<file path="config.mk">
export PLATFORM = sky130hd
export DESIGN_NAME = pwl_seq_ctrl
export DESIGN_NICKNAME = d
export VERILOG_FILES = /design/src/rtl/pwl_seq_pkg.sv /design/src/rtl/pwl_seq_fsm.sv /design/src/rtl/pwl_seq_chan.sv /design/src/rtl/pwl_seq_status.sv /design/src/rtl/pwl_seq_ctrl.sv
export SDC_FILE = /design/constraint.sdc
export NUM_CORES = 1
export LEC_CHECK = 0
export BUFFER_PORTS_ARGS = -buffer_cell sky130_fd_sc_hd__buf_4
export CAP_MARGIN = 30
export CELL_PAD_IN_SITES_DETAIL_PLACEMENT = 0
export CELL_PAD_IN_SITES_GLOBAL_PLACEMENT = 1
export CORE_AREA = 2 2 73 75
export DETAILED_ROUTE_END_ITERATION = 8
export DIE_AREA = 0 0 75 77
export GPL_ROUTABILITY_DRIVEN = 0
export HOLD_SLACK_MARGIN = 0.08
export PLACE_DENSITY = 0.79
export SLEW_MARGIN = 10
export SYNTH_ARGS = -nofsm -noshare
export SYNTH_HDL_FRONTEND = slang
export SYNTH_SLANG_ARGS = --single-unit
</file>
<file path="constraint.sdc">
create_clock -name clk -period 2.6 [get_ports clk]
set_clock_uncertainty 0.05 [all_clocks]
set_input_delay 0.39 -clock clk [delete_from_list [all_inputs] [get_ports clk]]
set_output_delay 0.39 -clock clk [all_outputs]
set_load 0.005 [all_outputs]
</file>
<file path="src/rtl/pwl_seq_pkg.sv">
package pwl_seq_pkg;

    // State bits double as status: bit 1 = rest/result valid, bit 0 = evaluating
    typedef enum logic [1:0] {
        ST_CONV = 2'b00,
        ST_PROC = 2'b01,
        ST_IDLE = 2'b10
    } seq_state_e;

endpackage

</file>
<file path="src/rtl/pwl_seq_fsm.sv">
module pwl_seq_fsm
    import pwl_seq_pkg::*;
#(
    parameter int CNT_W      = 8,
    parameter int EVAL_STEPS = 16
) (
    input  logic             clk,
    input  logic             rst_n,
    input  logic             start_i,
    output seq_state_e       state_o,
    output logic [CNT_W-1:0] cnt_o,
    output logic             arm_o
);

    localparam logic [CNT_W-1:0] CNT_MAX   = '1;
    localparam logic [CNT_W-1:0] STEP_LAST = CNT_W'(EVAL_STEPS - 1);
    localparam logic [CNT_W-1:0] CNT_ONE   = CNT_W'(1);

    typedef struct packed {
        seq_state_e       st;
        logic [CNT_W-1:0] cnt;
    } fsm_reg_t;

    fsm_reg_t r_d, r_q;
    logic     arm_d;

    always_comb begin
        r_d   = r_q;
        arm_d = 1'b0;
        unique case (r_q.st)
            ST_IDLE: begin
                r_d.cnt = '0;
                if (start_i) begin
                    r_d.st = ST_CONV;
                    arm_d  = 1'b1;
                end
            end
            ST_CONV: begin
                if (r_q.cnt == CNT_MAX) begin
                    r_d.st  = ST_PROC;
                    r_d.cnt = '0;
                end else begin
                    r_d.cnt = r_q.cnt + CNT_ONE;
                end
            end
            ST_PROC: begin
                if (r_q.cnt == STEP_LAST) begin
                    r_d.st  = ST_IDLE;
                    r_d.cnt = '0;
                end else begin
                    r_d.cnt = r_q.cnt + CNT_ONE;
                end
            end
            default: begin
                r_d.st  = ST_IDLE;
                r_d.cnt = '0;
            end
        endcase
    end

    always_ff @(posedge clk or negedge rst_n) begin
        if (!rst_n) begin
            r_q.st  <= ST_IDLE;
            r_q.cnt <= '0;
        end else begin
            r_q <= r_d;
        end
    end

    assign state_o = r_q.st;
    assign cnt_o   = r_q.cnt;
    assign arm_o   = arm_d;

endmodule

</file>
<file path="src/rtl/pwl_seq_chan.sv">
module pwl_seq_chan #(
    parameter int CNT_W = 8
) (
    input  logic             clk,
    input  logic             rst_n,
    input  logic             arm_i,
    input  logic             conv_i,
    input  logic             hit_i,
    input  logic [CNT_W-1:0] ramp_i,
    output logic [CNT_W-1:0] val_o
);

    typedef struct packed {
        logic             armed;
        logic [CNT_W-1:0] val;
    } chan_reg_t;

    chan_reg_t r_d, r_q;
    logic      track;

    // State-selected latch source: live only during conversion, constant hold otherwise
    always_comb begin
        if (conv_i) track = r_q.armed;
        else        track = 1'b0;
    end

    always_comb begin
        r_d = r_q;
        if (arm_i) begin
            r_d.armed = 1'b1;
        end else if (track) begin
            r_d.val = ramp_i;
            if (hit_i) r_d.armed = 1'b0;
        end
    end

    always_ff @(posedge clk or negedge rst_n) begin
        if (!rst_n) begin
            r_q.armed <= 1'b0;
            r_q.val   <= '0;
        end else begin
            r_q <= r_d;
        end
    end

    assign val_o = r_q.val;

endmodule

</file>
<file path="src/rtl/pwl_seq_status.sv">
module pwl_seq_status
    import pwl_seq_pkg::*;
(
    input  seq_state_e state_i,
    output logic       ep_o,
    output logic       proc_o,
    output logic       bus_oe_o,
    output logic       eval_en_o,
    output logic       conv_o
);

    always_comb begin
        ep_o      = 1'b0;
        proc_o    = 1'b0;
        bus_oe_o  = 1'b0;
        eval_en_o = 1'b0;
        conv_o    = 1'b0;
        unique case (state_i)
            ST_IDLE: begin
                ep_o     = 1'b1;
                bus_oe_o = 1'b1;
            end
            ST_CONV: conv_o = 1'b1;
            ST_PROC: begin
                proc_o    = 1'b1;
                eval_en_o = 1'b1;
            end
            default: ep_o = 1'b1;
        endcase
    end

endmodule

</file>
<file path="src/rtl/pwl_seq_ctrl.sv">
module pwl_seq_ctrl
    import pwl_seq_pkg::*;
#(
    parameter int NUM_CH     = 3,
    parameter int CNT_W      = 8,
    parameter int EVAL_STEPS = 16,
    localparam int STEP_W    = $clog2(EVAL_STEPS)
) (
    input  logic                    clk,
    input  logic                    rst_n,
    input  logic                    start_i,
    input  logic [NUM_CH-1:0]       cmp_hit_i,
    output logic                    ep_o,
    output logic                    proc_o,
    output logic                    bus_oe_o,
    output logic                    eval_en_o,
    output logic [STEP_W-1:0]       step_o,
    output logic [CNT_W-1:0]        ramp_o,
    output logic [NUM_CH*CNT_W-1:0] chan_val_o
);

    seq_state_e       state;
    logic [CNT_W-1:0] cnt;
    logic             arm;
    logic             conv;

    pwl_seq_fsm #(
        .CNT_W      (CNT_W),
        .EVAL_STEPS (EVAL_STEPS)
    ) fsm_i (
        .clk     (clk),
        .rst_n   (rst_n),
        .start_i (start_i),
        .state_o (state),
        .cnt_o   (cnt),
        .arm_o   (arm)
    );

    pwl_seq_status status_i (
        .state_i   (state),
        .ep_o      (ep_o),
        .proc_o    (proc_o),
        .bus_oe_o  (bus_oe_o),
        .eval_en_o (eval_en_o),
        .conv_o    (conv)
    );

    for (genvar k = 0; k < NUM_CH; k++) begin : g_chan
        pwl_seq_chan #(
            .CNT_W (CNT_W)
        ) chan_i (
            .clk    (clk),
            .rst_n  (rst_n),
            .arm_i  (arm),
            .conv_i (conv),
            .hit_i  (cmp_hit_i[k]),
            .ramp_i (cnt),
            .val_o  (chan_val_o[k*CNT_W +: CNT_W])
        );
    end

    assign ramp_o = cnt;
    assign step_o = cnt[STEP_W-1:0];

endmodule

</file>
; After elaboration in Yosys (flattened, before gate mapping)
; Index checks and enable logic that the tools add are counted.
; Widths: inputs -> output; s select.
[totals]
register_bits = 37
latch_bits = 0
mem_bits_rw = 0
mem_bits_ro = 0
out_inout_bits = 40
word_cells = 56
mem_count = 0
[op_classes]
n_addsub = 1
multipliers = 0
n_div = 0
n_lt_le_gt_ge = 0
n_eq_ne = 7
shifts = 0
n_mux = 24
bitwise_logic = 1
reduce_logical = 15
[op_table]
columns = cell, n
row1 = $pmux 10 s3, 1
row2 = $mux 9, 3
row3 = $mux 8, 2
row4 = $mux 1, 15
row5 = $reduce_and 2->1, 6
row6 = $reduce_bool 2->1, 6
row7 = $add 8x1->8 const B, 1
row8 = $eq 8x4->1 const B, 1
row9 = $eq 8x8->1 const B, 1
row10 = $mux 2, 3
row11 = $ne 2x1->1 const B, 2
row12 = $reduce_and 3->1, 1
row13 = $eq 2x1->1 const B, 1
row14 = $eq 2x2->1 const B, 1
row15 = $logic_not 2->1, 1
row16 = $ne 2x2->1 const B, 1
row17 = $reduce_or 2->1, 1
row18 = $not 1->1, 1

; Depth between registers and ports, before layout
; Gate-level depths: netlist (run 1).
[logic_depth]
ltp_word = 5
mapped_depth = 5

; By module
; A second synthesis (run 1) with hierarchy kept.
[hier_totals]
hier_cells = 145
area_unflattened_um2 = 1801.7
[modules_own_cells]
columns = module, n_inst, cells_per_inst, area_per_inst_um2, seq_area_each_um2
row1 = pwl_seq_chan, 3, 28, 406.6, 225.2
row2 = pwl_seq_fsm, 1, 52, 521.8, 251.5
row3 = pwl_seq_ctrl, 1, 4, 30.0, 0.0
row4 = pwl_seq_status, 1, 5, 30.0, 0.0

; Worst setup path after synthesis (run 1)
; OpenSTA, ideal clock, no wires.
[synth_path]
kind = reg2out
from = reg fsm_i.r_q, in the netlist fsm_i.state_o[1]
to = out bus_oe_o
arrival_time_ns = 0.977
required_time_ns = 2.160
slack_ns = 1.183
stages_incl_launch_ff = 3
cell_sequence = dfstp_2 clkbuf_1 nor2b_1
[synth_between]
elab_chain_cells = 2
[synth_lines]
columns = element, line
row1 = "start, declared", pwl_seq_fsm.sv:24  ; fsm_reg_t r_d, r_q;
row2 = "start signal, assigned", pwl_seq_fsm.sv:66  ; r_q <= r_d;
row3 = $eq 2x2->1, pwl_seq_status.sv:18  ; unique case (state_i)
row4 = $mux 1, pwl_seq_status.sv:18
row5 = "end, declared", pwl_seq_ctrl.sv:15  ; output logic bus_oe_o,
; No other way between the ends.

; Final worst setup path (run 1)
[layout_path]
from = reg fsm_i.r_q, in the netlist fsm_i.state_o[0]
to = reg g_chan[2].chan_i.r_q, in the netlist g_chan[2].chan_i.val_o[1]
[layout_between]
elab_chain_cells = 4
word_cells_on_any_way = 7
classes_between = eq/ne (1) / mux (3) / bitwise (1) / reduce/logical (2)
[layout_lines]
columns = element, line
row1 = $logic_not 2->1 or $eq 2x2->1 (tied branches), "pwl_seq_status.sv:18, pwl_seq_fsm.sv:30"
row2 = "$mux 1, on equally long branches", "pwl_seq_status.sv:18, pwl_seq_fsm.sv:30"
row3 = $mux 1 or $not 1->1 (tied branches), -
row4 = $reduce_and 2->1 (no line) (*), -
row5 = "end signal, assigned", pwl_seq_chan.sv:42  ; r_q <= r_d;
row6 = "end, declared", pwl_seq_chan.sv:18  ; chan_reg_t r_d, r_q;
; Mark *: on every way between the ends. The rest lies on a longest branch, timed or not.
; A chain may end at the register's enable or synchronous reset.

==> impl_results.md, run 1 <==
- Status: finished clean
- Post-Route Setup TNS: 0 ps
- Setup WS pre-CTS: 806 ps
- Worst-path maximum fanout: 11
- Commonest cells after routing, fill and taps aside: buf_4, dfrtp_1, mux2_4
- Setup Viol. Count Final: 0
- Synthesis-to-finish area growth: 13.3%
- Xor/xnor share of the synthesized area: 1.82%
- PortBufs: 45
- Placed inst area: 2070 µm²
- Multiplexer area fraction after synthesis: 18.7%
- Commonest non-fill, non-tap cell in the layout: buf_4
- 1st-iter DRT viols: 70
- Register bit total from synthesis: 37
- Largest family of logic cells by synthesized area: multiplexers
- Post-route cell area: 2190 µm²
- Post-synth top area share: 46.7%
- Hold endpoint: g_chan[0].chan_i.r_q[8]$_DFFE_PN0P_
- Post-DP HPWL: 2290 µm
- Post-synthesis compound-gate area fraction: 4.99%
- R2R Path End: g_chan[2].chan_i.val_o[1]$_DFFE_PN0P_
- Pleak: 1.09 nW
- Sw Ratio: 20.0%
- Fillers: 467
- First-pass GRT wire length: 5460 µm
- Critical path endpoint category: flop
- DRC: 0
- Setup WS post-layout: 804 ps
- Largest net degree at the start of global routing: 38
- Tightest Hold Check Type: primary input to flop
- Final ANT Viol Nets: 0
- Post-Syn Area: 1930 µm²
- CTS root buf: clkbuf_8
- Tmin final: 1800 ps
- Final WL: 3350 µm
- Period utilization: 69.1%
- Hold Slack: 337 ps
- Antenna violations before repair: 0
- Io pins: 46
- Reg power frac: 56.1%
- Net count after synthesis: 167
- Power, Total: 1.03 mW
- Worst Path Arrival: 1920 ps
- Maximum vdd ir drop: 176 µV
- CTS Buf Count: 5
- Worst path required time: 2720 ps
- Row cnt: 26
- Vias in the first global route: 1025
- CTS sink cnt: 37
- Sequential element share of the synthesized area: 48.1%
- NumNets Final: 183
- PwrDens: 470 nW/µm²
- DR vias: 1099
- Clk network pwr share: 42.1%
- Hold path cells: 4
- Slew @ Worst Pin: 681 ps
- GRT overflow: 0
- CP Launch Type: flop
- Post-Synth Adder-Cell Area: 0.649%
- Starting Density: 38.8%
- MaxCap Viol Count: 0
- N_diodes: 0
- Slew headroom: 54.6%
- Clock Latency Late Sink: 290 ps
- Fmax: 557 MHz
- Die area: 5780 µm²
- DRT Pass-1 Iters: 4
- Worst-path clk slew: 70 ps
- Netlist cell types: 28
- Synth Warn #: 0
- Core Box Area: 4980 µm²
- Die height: 77 µm
- RSZ-0062 raised after global routing: no
- Drt wl/cell: 13.6 µm
- Post-Synth Simple-Gate Area: 10.1%
- Worst hold start: cmp_hit_i[0]
- Top post-synthesis cells by area: dfrtp_1, mux2_4, buf_4
- Crit path kind: flop to flop
- Clk buf depth: 2
- Internal cell power: 821 µW
- Global-route usage over all layers: 12.9%
- Worst R2R Start: fsm_i.state_o[0]$_DFFE_PN0P_
- P_sw: 206 µW
- Die W: 75 µm
- Syn_area_per_cell: 12.1 µm²
- Final hold violation count: 0
- Synth area leader: dfrtp_1
- FF-to-FF path depth: 3
- Logic pwr share: 1.9%
- Cells after Synth: 160
- Fin. max-slew vios: 0
- Layout cells sized above 1: 46.3%
- R2R setup slack: 800 ps
- CTS tree: done
- Vias per cell: 4.45
- H-tree levels: 2
registers in the layout (all words and copies together) (netlist names):
register / count
fsm_i.cnt_o: 8
g_chan.chan_i.r_q: 3
g_chan.chan_i.val_o: 24
fsm_i.state_o: 2
power groups by stage:
stage               Sequential, mW  Combinational (mW)  Clock, mW
finish                       0.575              0.0191      0.432
global route                 0.575              0.0229      0.474
CTS                          0.575              0.0205      0.449
detailed placement           0.586              0.0191          0
global placement             0.586              0.0195          0
floorplan                    0.587             0.00162          0
critical path, stage by stage, from the launching register on:
cell and delay (ps):
dfrtp_1 490, nor2_1 190, and2_1 590, mux2_4 350
cells in the mapped netlist, drive strengths merged:
| library cell | number |
|---|---|
| dfrtp | 36 |
| buf | 35 |
| mux2 | 24 |
| nor2 | 14 |
| o21ai | 7 |
| inv | 6 |
| nand2 | 6 |
| a21oi | 4 |
| and2 | 4 |
| nand3 | 4 |
| clkbuf | 2 |
| nand2b | 2 |
| nand4 | 2 |
| nor2b | 2 |
| xnor2 | 2 |
| xor2 | 2 |
| a2bb2oi | 1 |
| and3 | 1 |
| dfstp | 1 |
| ha | 1 |
| nor3 | 1 |
| nor4 | 1 |
| o211ai | 1 |
| o21bai | 1 |
logic make-up (layout without fill, tap and decap cells):
family,count (synthesis),count (layout)
fa+ha+maj,1,1
compound gates,14,14
xor+xnor,4,4
mux,24,24
simple gates,37,37
flops,37,37
buf+inv,43,60
per-stage QoR:
step,util [%],cells
6_report,43.9,247
5_1_grt,43.9,247
4_1_cts,43.9,247
3_5_place_dp,41.7,238
3_3_place_gp,41.7,238
2_1_floorplan,-,160
worst max path at each step:
| stage | from | endpoint | slack [ps] | cells after the start |
|---|---|---|---|---|
| 3_3_place_gp | fsm_i.state_o[0]$_DFFE_PN0P_ | g_chan[2].chan_i.val_o[3]$_DFFE_PN0P_ | 860 | 3 |
| 3_5_place_dp | fsm_i.state_o[0]$_DFFE_PN0P_ | g_chan[2].chan_i.val_o[0]$_DFFE_PN0P_ | 810 | 3 |
| 5_1_grt | fsm_i.state_o[0]$_DFFE_PN0P_ | g_chan[2].chan_i.val_o[1]$_DFFE_PN0P_ | 690 | 3 |
| 4_1_cts | fsm_i.state_o[0]$_DFFE_PN0P_ | g_chan[2].chan_i.val_o[1]$_DFFE_PN0P_ | 790 | 3 |
| 2_1_floorplan | fsm_i.state_o[1]$_DFFE_PN1P_ | bus_oe_o | 1180 | 2 |
| 6_report | fsm_i.state_o[0]$_DFFE_PN0P_ | g_chan[2].chan_i.val_o[1]$_DFFE_PN0P_ | 800 | 3 |
per-layer routing:
metal  vias up  GRT usage (%)  wire (µm)  part of all wire [%]
met4         0           5.36         52                   1.6
met3         5           4.99        235                   7.0
met1       528           18.7       1570                    47
met2        36           16.8       1490                    44
li1        530              -          -                     -
met5         -              0          0                     0
area by class of cell:
class                           instances  area (µm²)  area share (%)
Inverter                                6        22.5            1.03
Multi-Input combinational cell         80         699            32.0
Timing Repair Buffer                   46         348            15.9
Tap cell                               70        87.6            4.01
Clock buffer                            7        96.3            4.41
Sequential cell                        37         927            42.4
Clock inverter                          1        5.00           0.229
timing repair:
item	CTS	global route
resized for setup	0	0
hold endpoints to repair	36	0
hold buffers	1	0
setup buffers	0	0
(Power assumes the default switching activity.)
==> run 2: changes to the inputs <==
--- a/config.mk
+++ b/config.mk
@@ -5,16 +5,17 @@
 export SDC_FILE = /design/constraint.sdc
 export NUM_CORES = 1
 export LEC_CHECK = 0
+export ABC_AREA = 1
 export BUFFER_PORTS_ARGS = -buffer_cell sky130_fd_sc_hd__buf_4
 export CAP_MARGIN = 30
 export CELL_PAD_IN_SITES_DETAIL_PLACEMENT = 0
 export CELL_PAD_IN_SITES_GLOBAL_PLACEMENT = 1
-export CORE_AREA = 2 2 73 75
+export CORE_AREA = 2 2 75 77
 export DETAILED_ROUTE_END_ITERATION = 8
-export DIE_AREA = 0 0 75 77
+export DIE_AREA = 0 0 77 79
 export GPL_ROUTABILITY_DRIVEN = 0
 export HOLD_SLACK_MARGIN = 0.08
-export PLACE_DENSITY = 0.79
+export PLACE_DENSITY = 0.78
 export SLEW_MARGIN = 10
 export SYNTH_ARGS = -nofsm -noshare
 export SYNTH_HDL_FRONTEND = slang
==> constraint.sdc (replaced) <==
create_clock -name clk -period 1.6 [get_ports clk]
set_clock_uncertainty 0.05 [all_clocks]
set_input_delay 0.24 -clock clk [delete_from_list [all_inputs] [get_ports clk]]
set_output_delay 0.24 -clock clk [all_outputs]
set_load 0.005 [all_outputs]
==> impl_results.md, run 2 <==
- Status: finished clean (unchanged)
- PwrDens: 1350 nW/µm² (was 470 nW/µm²)
- Slew @ Worst Pin: 457 ps (was 681 ps)
- Vias per cell: 4.17 (was 4.45)
- Period utilization: 94.7%
- Worst-path clk slew: 70 ps (about the same)
- Hold path cells: 4 (unchanged)
- Largest family of logic cells by synthesized area: simple AND/OR/NAND/NOR gates (was multiplexers)
- DRC: 0 (unchanged)
- Final hold violation count: 0 (unchanged)
- Worst path required time: 1310 ps (was 2720 ps)
- Commonest cells after routing, fill and taps aside: nand2_1, buf_4, dfrtp_1 (was buf_4, dfrtp_1, mux2_4)
- Fin. max-slew vios: 0 (unchanged)
- Clock Latency Late Sink: 280 ps (was 290 ps)
- Setup Viol. Count Final: 0 (unchanged)
- Tightest Hold Check Type: primary input to flop (unchanged)
- MaxCap Viol Count: 0 (unchanged)
- Reg power frac: 43.4% (was 56.1%)
- Placed inst area: 1980 µm² (was 2070 µm²)
- Maximum vdd ir drop: 605 µV (was 176 µV)
- First-pass GRT wire length: 5650 µm (was 5460 µm)
- Synth area leader: dfrtp_1 (unchanged)
- Post-synthesis compound-gate area fraction: 9.87% (was 4.99%)
- Hold Slack: 138 ps (was 337 ps)
- CP Launch Type: flop (unchanged)
- Io pins: 46 (unchanged)
- # placed instances: 285 (was 238)
- Slew headroom: 69.5% (was 54.6%)
- Logic pwr share: 28.9% (was 1.9%)
- Non-Filler Instances: 296 (was 247)
- Top post-synthesis cells by area: dfrtp_1, buf_4, nand2_1 (was dfrtp_1, mux2_4, buf_4)
- Layout cells sized above 1: 30.8% (was 46.3%)
- Die area: 6080 µm² (was 5780 µm²)
- Post-synth EDFFs: 0 (unchanged)
- Worst-path maximum fanout: 3 (was 11)
- Post-Synth Adder-Cell Area: 0.700% (was 0.649%)
- Starting Density: 33.5% (was 38.8%)
- Core Box Area: 5340 µm² (was 4980 µm²)
- FF-to-FF path depth: 6 (was 3)
- Critical path endpoint category: primary output (was flop)
- P_sw: 903 µW (was 206 µW)
- Fmax: 660 MHz
- Fillers: 572 (was 467)
- Setup WS pre-CTS: 245 ps (was 806 ps)
- Most frequent cell after synthesis: nand2_1 (was dfrtp_1)
- Post-Syn Area: 1790 µm² (was 1930 µm²)
- Sequential element share of the synthesized area: 51.9% (was 48.1%)
- Power, Total: 2.86 mW (was 1.03 mW)
- DRT Pass-1 Iters: 4 (unchanged)
- Final ANT Viol Nets: 0 (unchanged)
- Setup WS post-layout: 85.2 ps (was 804 ps)
- Vias in the first global route: 1112 (was 1025)
- Post-Synth Simple-Gate Area: 18.5% (was 10.1%)
- Max FFs per register: 24 (unchanged)
- Cells after Synth: 198 (was 160)
- Netlist cell types: 21 (was 28)
- PortBufs: 45 (unchanged)
- Register bit total from synthesis: 37 (unchanged)
- Pleak: 1.13 nW (was 1.09 nW)
- Die W: 77 µm (was 75 µm)
- Post-Route Setup TNS: 0 ps (unchanged)
- Die height: 79 µm (was 77 µm)
- Crit path kind: flop to primary output (was flop to flop)
- Final core utilization: 39.8% (was 43.9%)
- Synthesis-to-finish area growth: 18.7% (was 13.3%)
- Top post-synthesis cells by count: nand2_1, dfrtp_1, buf_4 (was dfrtp_1, buf_4, mux2_4)
- Sw Ratio: 31.6% (was 20.0%)
- CTS sink cnt: 37 (unchanged)
- H-tree levels: 2 (unchanged)
- Internal cell power: 1.95 mW (was 821 µW)
- CTS tree: done (unchanged)
- Final WL: 3490 µm (was 3350 µm)
- 1st-iter DRT viols: 56 (was 70)
- Drt wl/cell: 11.8 µm (was 13.6 µm)
- Row cnt: 27 (was 26)
- N_diodes: 0 (unchanged)
- CTS root buf: clkbuf_8 (unchanged)
- Clk network pwr share: 27.7% (was 42.1%)
- Synth Warn #: 0 (unchanged)
- Syn_area_per_cell: 9.03 µm² (was 12.1 µm²)
- Ys async rst share: 100% (unchanged)
- Xor/xnor share of the synthesized area: 0.980% (was 1.82%)
- Tmin final: 1510 ps
- Net count after synthesis: 205 (was 167)
- NumNets Final: 230 (was 183)
- Commonest non-fill, non-tap cell in the layout: nand2_1 (was buf_4)
- Worst Path Arrival: 1220 ps (was 1920 ps)
- Top FF cell, synth: dfrtp_1 (unchanged)
- Largest net degree at the start of global routing: 38 (unchanged)
- Post-route cell area: 2120 µm² (was 2190 µm²)
- Multiplexer area fraction after synthesis: 0% (was 18.7%)
- Post-DP HPWL: 2580 µm (was 2290 µm)
- Antenna violations before repair: 0 (unchanged)
- Global-route usage over all layers: 12.0% (was 12.9%)
- CTS Buf Count: 5 (unchanged)
- RSZ-0062 raised after global routing: no (unchanged)
- Clk buf depth: 2 (unchanged)
- DR vias: 1235 (was 1099)
- GRT overflow: 0 (unchanged)
- Post-synth top area share: 50.4% (was 46.7%)
- # resized after CTS: 0 (unchanged)
## run 2: cell count changes after synthesis, moves of 7 or more
| cell | delta |
|---|---|
| nand2_1 | +47 |
| mux2_4 | -24 |
| o21ai_1 | +16 |
| inv_1 | +11 |
| o21ai_2 | +7 |
## run 2: critical path, cell delays in order, from the launching register on
cell and delay, ps:
dfstp_2 560, inv_1 60, nor2_1 170, buf_4 150
## run 2: what timing repair did
action | CTS | global route
buffers inserted | 0 | 1
endpoints found under the setup margin | 0 | 3
hold buffers | 2 | 0
hold endpoints to repair | 37 | 0
## run 2: worst paths after layout
path | startpoint | to | slack [ps]
hold reg to reg | g_chan[0].chan_i.val_o[1]$_DFFE_PN0P_ | g_chan[0].chan_i.val_o[1]$_DFFE_PN0P_ | 440
min in group asynchronous | rst_n | g_chan[2].chan_i.val_o[2]$_DFFE_PN0P_ | 390
setup / recovery | fsm_i.state_o[1]$_DFFE_PN1P_ | bus_oe_o | 90
max in group asynchronous | rst_n | fsm_i.state_o[1]$_DFFE_PN1P_ | 750
setup reg to reg | fsm_i.cnt_o[1]$_DFF_PN0_ | fsm_i.cnt_o[3]$_DFF_PN0_ | 240
hold / removal | cmp_hit_i[1] | g_chan[1].chan_i.r_q[8]$_DFFE_PN0P_ | 140
## run 2: layout make-up
class	count	area [µm²]	share of cell area, %
Inverter	18	67.6	3.18
Timing Repair Buffer	51	388	18.3
Sequential cell	37	927	43.7
Tap cell	72	90.1	4.25
Clock buffer	6	72.6	3.42
Clock inverter	2	38.8	1.83
Multi-Input combinational cell	110	538	25.4
## run 2: metal layers
layer / GRT usage (%) / vias to the layer above / wire length (µm)
met5: 0 / - / 0
met4: 4.29 / 0 / 39
met3: 3.52 / 5 / 239
met2: 18.3 / 37 / 1590
met1: 16.4 / 555 / 1620
li1: - / 638 / -
## run 2: power groups by stage
stage | Combinational [mW] | Sequential, mW | Clock (mW)
6_report | 0.825 | 1.24 | 0.793
4_1_cts | 0.845 | 1.24 | 0.808
5_1_grt | 0.927 | 1.26 | 0.845
3_3_place_gp | 0.833 | 1.26 | 0
2_1_floorplan | 0.507 | 1.23 | 0
3_5_place_dp | 0.836 | 1.26 | 0
## run 2: logic make-up (layout without fill, tap and decap cells)
family	after synthesis	in the layout
compound gates	29	29
xor+xnor	2	2
fa+ha+maj	1	1
buf+inv	51	77
flops	37	37
simple gates	78	78
==> run 3: changes to the inputs <==
--- a/config.mk
+++ b/config.mk
@@ -5,14 +5,13 @@
 export SDC_FILE = /design/constraint.sdc
 export NUM_CORES = 1
 export LEC_CHECK = 0
-export ABC_AREA = 1
 export BUFFER_PORTS_ARGS = -buffer_cell sky130_fd_sc_hd__buf_4
 export CAP_MARGIN = 30
 export CELL_PAD_IN_SITES_DETAIL_PLACEMENT = 0
 export CELL_PAD_IN_SITES_GLOBAL_PLACEMENT = 1
-export CORE_AREA = 2 2 75 77
+export CORE_AREA = 2 2 64 90
 export DETAILED_ROUTE_END_ITERATION = 8
-export DIE_AREA = 0 0 77 79
+export DIE_AREA = 0 0 66 92
 export GPL_ROUTABILITY_DRIVEN = 0
 export HOLD_SLACK_MARGIN = 0.08
 export PLACE_DENSITY = 0.78
==> impl_results.md, run 3 (same netlist as run 1, synthesis figures left out) <==
- Final hold violation count: 0 (unchanged)
- Tightest Hold Check Type: primary input to flop (unchanged)
- FF-to-FF path depth: 4 (was 6)
- Vias per cell: 4.37 (was 4.17)
- Critical path endpoint category: primary output (unchanged)
- Post-DP HPWL: 2360 µm (was 2580 µm)
- Io pins: 46 (unchanged)
- P_sw: 338 µW (was 903 µW)
- Maximum vdd ir drop: 344 µV (was 605 µV)
- Worst-path maximum fanout: 15 (was 3)
- Worst Path Arrival: 1250 ps (was 1220 ps)
- GRT overflow: 0 (unchanged)
- PwrDens: 744 nW/µm² (was 1350 nW/µm²)
- Crit path kind: flop to primary output (unchanged)
- Worst R2R Start: fsm_i.cnt_o[5]$_DFF_PN0_ (was fsm_i.cnt_o[1]$_DFF_PN0_)
- Starting Density: 36.0% (was 33.5%)
- CP Launch Type: flop (unchanged)
- Hold endpoint: g_chan[0].chan_i.r_q[8]$_DFFE_PN0P_ (was g_chan[1].chan_i.r_q[8]$_DFFE_PN0P_)
- Max FFs per register: 24 (unchanged)
- Largest net degree at the start of global routing: 38 (unchanged)
- Commonest cells after routing, fill and taps aside: buf_4, dfrtp_1, mux2_4 (was nand2_1, buf_4, dfrtp_1)
- Hold Slack: 187 ps (was 138 ps)
- Fmax: 650 MHz (was 660 MHz)
- Antenna violations before repair: 0 (unchanged)
- DR vias: 1100 (was 1235)
- PortBufs: 45 (unchanged)
- Clk network pwr share: 42.2% (was 27.7%)
- Drt wl/cell: 13.3 µm (was 11.8 µm)
- Status: finished clean (unchanged)
- Fillers: 533 (was 572)
- Critical path buffer and inverter count: 2 (unchanged)
- Vias in the first global route: 1067 (was 1112)
- Reg power frac: 55.9% (was 43.4%)
- MaxCap Viol Count: 0 (unchanged)
- CP Cell Sequence: buf_8 -> nor2b_1 -> buf_4 (was inv_1 -> nor2_1 -> buf_4)
- Fin. max-slew vios: 0 (unchanged)
- Area of the multi-input gates: 703 µm² (was 538 µm²)
- N_diodes: 0 (unchanged)
- Final core utilization: 41.9% (was 39.8%)
- R2R Path End: fsm_i.cnt_o[3]$_DFF_PN0_ (unchanged)
- Crit-path max cell delay: 550 ps (was 560 ps)
- Clk buf depth: 2 (unchanged)
- Sw Ratio: 20.2% (was 31.6%)
- Die W: 66 µm (was 77 µm)
- Row cnt: 32 (was 27)
- Logic pwr share: 1.9% (was 28.9%)
- Internal cell power: 1.33 mW (was 1.95 mW)
- 1st-iter DRT viols: 58 (was 56)
- Worst-path clk slew: 70 ps (about the same)
- DRC: 0 (unchanged)
- FF/Latch Area: 927 µm² (unchanged)
- Setup Viol. Count Final: 0 (unchanged)
- Commonest non-fill, non-tap cell in the layout: buf_4 (was nand2_1)
- Synthesis-to-finish area growth: 16.5% (was 18.7%)
- Core Box Area: 5370 µm² (was 5340 µm²)
- Slew headroom: 69.1% (was 69.5%)
- Layout cells sized above 1: 50.0% (was 30.8%)
- Clock Latency Late Sink: 280 ps (about the same)
- Die height: 92 µm (was 79 µm)
- Final WL: 3340 µm (was 3490 µm)
- Global-route usage over all layers: 12.1% (was 12.0%)
- CTS tree: done (unchanged)
- Pleak: 1.13 nW (about the same)
- Worst path required time: 1310 ps (about the same)
- Die area: 6070 µm² (was 6080 µm²)
- Worst hold start: cmp_hit_i[0] (was cmp_hit_i[1])
- CTS sink cnt: 37 (unchanged)
- Crit. path cell count: 3 (unchanged)
- H-tree levels: 2 (unchanged)
- Period utilization: 96.2% (was 94.7%)
- Final ANT Viol Nets: 0 (unchanged)
- Slowest stage cell, crit path: dfstp_2 (unchanged)
- Setup bufs post-CTS: 0 (unchanged)
- Tmin final: 1540 ps (was 1510 ps)
- NumNets Final: 190 (was 230)
- Delay-heaviest family, CP: flip-flops (unchanged)
- First-pass GRT wire length: 5550 µm (was 5650 µm)
- Hold path cells: 4 (unchanged)
- CTS root buf: clkbuf_8 (unchanged)
- CTS Buf Count: 5 (unchanged)
- DRT Pass-1 Iters: 4 (unchanged)
- Slew @ Worst Pin: 464 ps (was 457 ps)
- R2R setup slack: 170 ps (was 240 ps)
==> run 3: cell count changes in the layout (fill, tap and decap cells not counted), sizes merged, moves of 2 or more <==
cell | before | now
xnor2 | 0 | 2
nand4 | 0 | 2
nor2b | 0 | 2
o21ai | 26 | 7
nand2b | 0 | 2
a21oi | 1 | 4
and2 | 0 | 4
inv | 18 | 6
mux2 | 0 | 24
buf | 49 | 52
nor2 | 17 | 14
nand2 | 56 | 6
==> run 3: through the flow <==
step	setup TNS [ps]	total power [mW]	setup slack [ps]	std cells	instance area [µm²]
finish	0	1.67	60.6	252	2250
global route	-4.64	1.75	-4.64	252	2250
CTS	0	1.70	0.917	252	2240
detailed placement	0	0.985	48.6	243	2120
global placement	0	0.984	42.9	243	2120
floorplan	0	0.956	243	160	1930
==> run 3: metal layers <==
metal | track usage [%] | up-vias | routed length [µm]
li1 | - | 546 | -
met1 | 16.4 | 519 | 1490
met2 | 18.8 | 30 | 1650
met3 | 2.94 | 5 | 144
met4 | 4.08 | 0 | 54
met5 | 0 | - | 0
==> run 3: worst max path at each step <==
| stage | slack, ps | from | end |
|---|---|---|---|
| global placement | 40 | fsm_i.state_o[0]$_DFFE_PN0P_ | g_chan[2].chan_i.val_o[2]$_DFFE_PN0P_ |
| CTS | 0.9 | fsm_i.state_o[1]$_DFFE_PN1P_ | bus_oe_o |
| finish | 60 | fsm_i.state_o[1]$_DFFE_PN1P_ | bus_oe_o |
| floorplan | 240 | fsm_i.cnt_o[0]$_DFF_PN0_ | fsm_i.cnt_o[6]$_DFF_PN0_ |
| detailed placement | 50 | fsm_i.state_o[0]$_DFFE_PN0P_ | g_chan[2].chan_i.val_o[5]$_DFFE_PN0P_ |
| global route | -5 | fsm_i.state_o[1]$_DFFE_PN1P_ | bus_oe_o |
==> run 3: worst reg2reg max path: cells and delay by family, from the launching register on <==
| family | cells | cell delay, ps |
|---|---|---|
| and+or+nand+nor | 1 | 370 |
| DFF | 1 | 500 |
| AOI/OAI and AO/OA | 3 | 390 |
==> run 3: power by group through the flow <==
| stage | Sequential (mW) | Combinational, mW | Clock (mW) |
|---|---|---|---|
| floorplan | 0.953 | 0.00264 | 0 |
| global placement | 0.953 | 0.0311 | 0 |
| detailed placement | 0.953 | 0.0318 | 0 |
| CTS | 0.935 | 0.0335 | 0.729 |
| global route | 0.934 | 0.0379 | 0.774 |
| finish | 0.935 | 0.0313 | 0.706 |
==> run 3: cell type report <==
cell class / count / area share (%)
Sequential cell: 37 / 41.3
Multi-Input combinational cell: 80 / 31.3
Timing Repair Buffer: 53 / 18.2
Clock buffer: 7 / 4.29
Tap cell: 68 / 3.79
Inverter: 6 / 1.00
Clock inverter: 1 / 0.223
==> run 3: what timing repair did <==
| action | in CTS | in global routing |
|---|---|---|
| hold endpoints to repair | 36 | 0 |
| endpoints found under the setup margin | 0 | 25 |
| hold buffers | 1 | 0 |
| gates resized for setup | 0 | 5 |
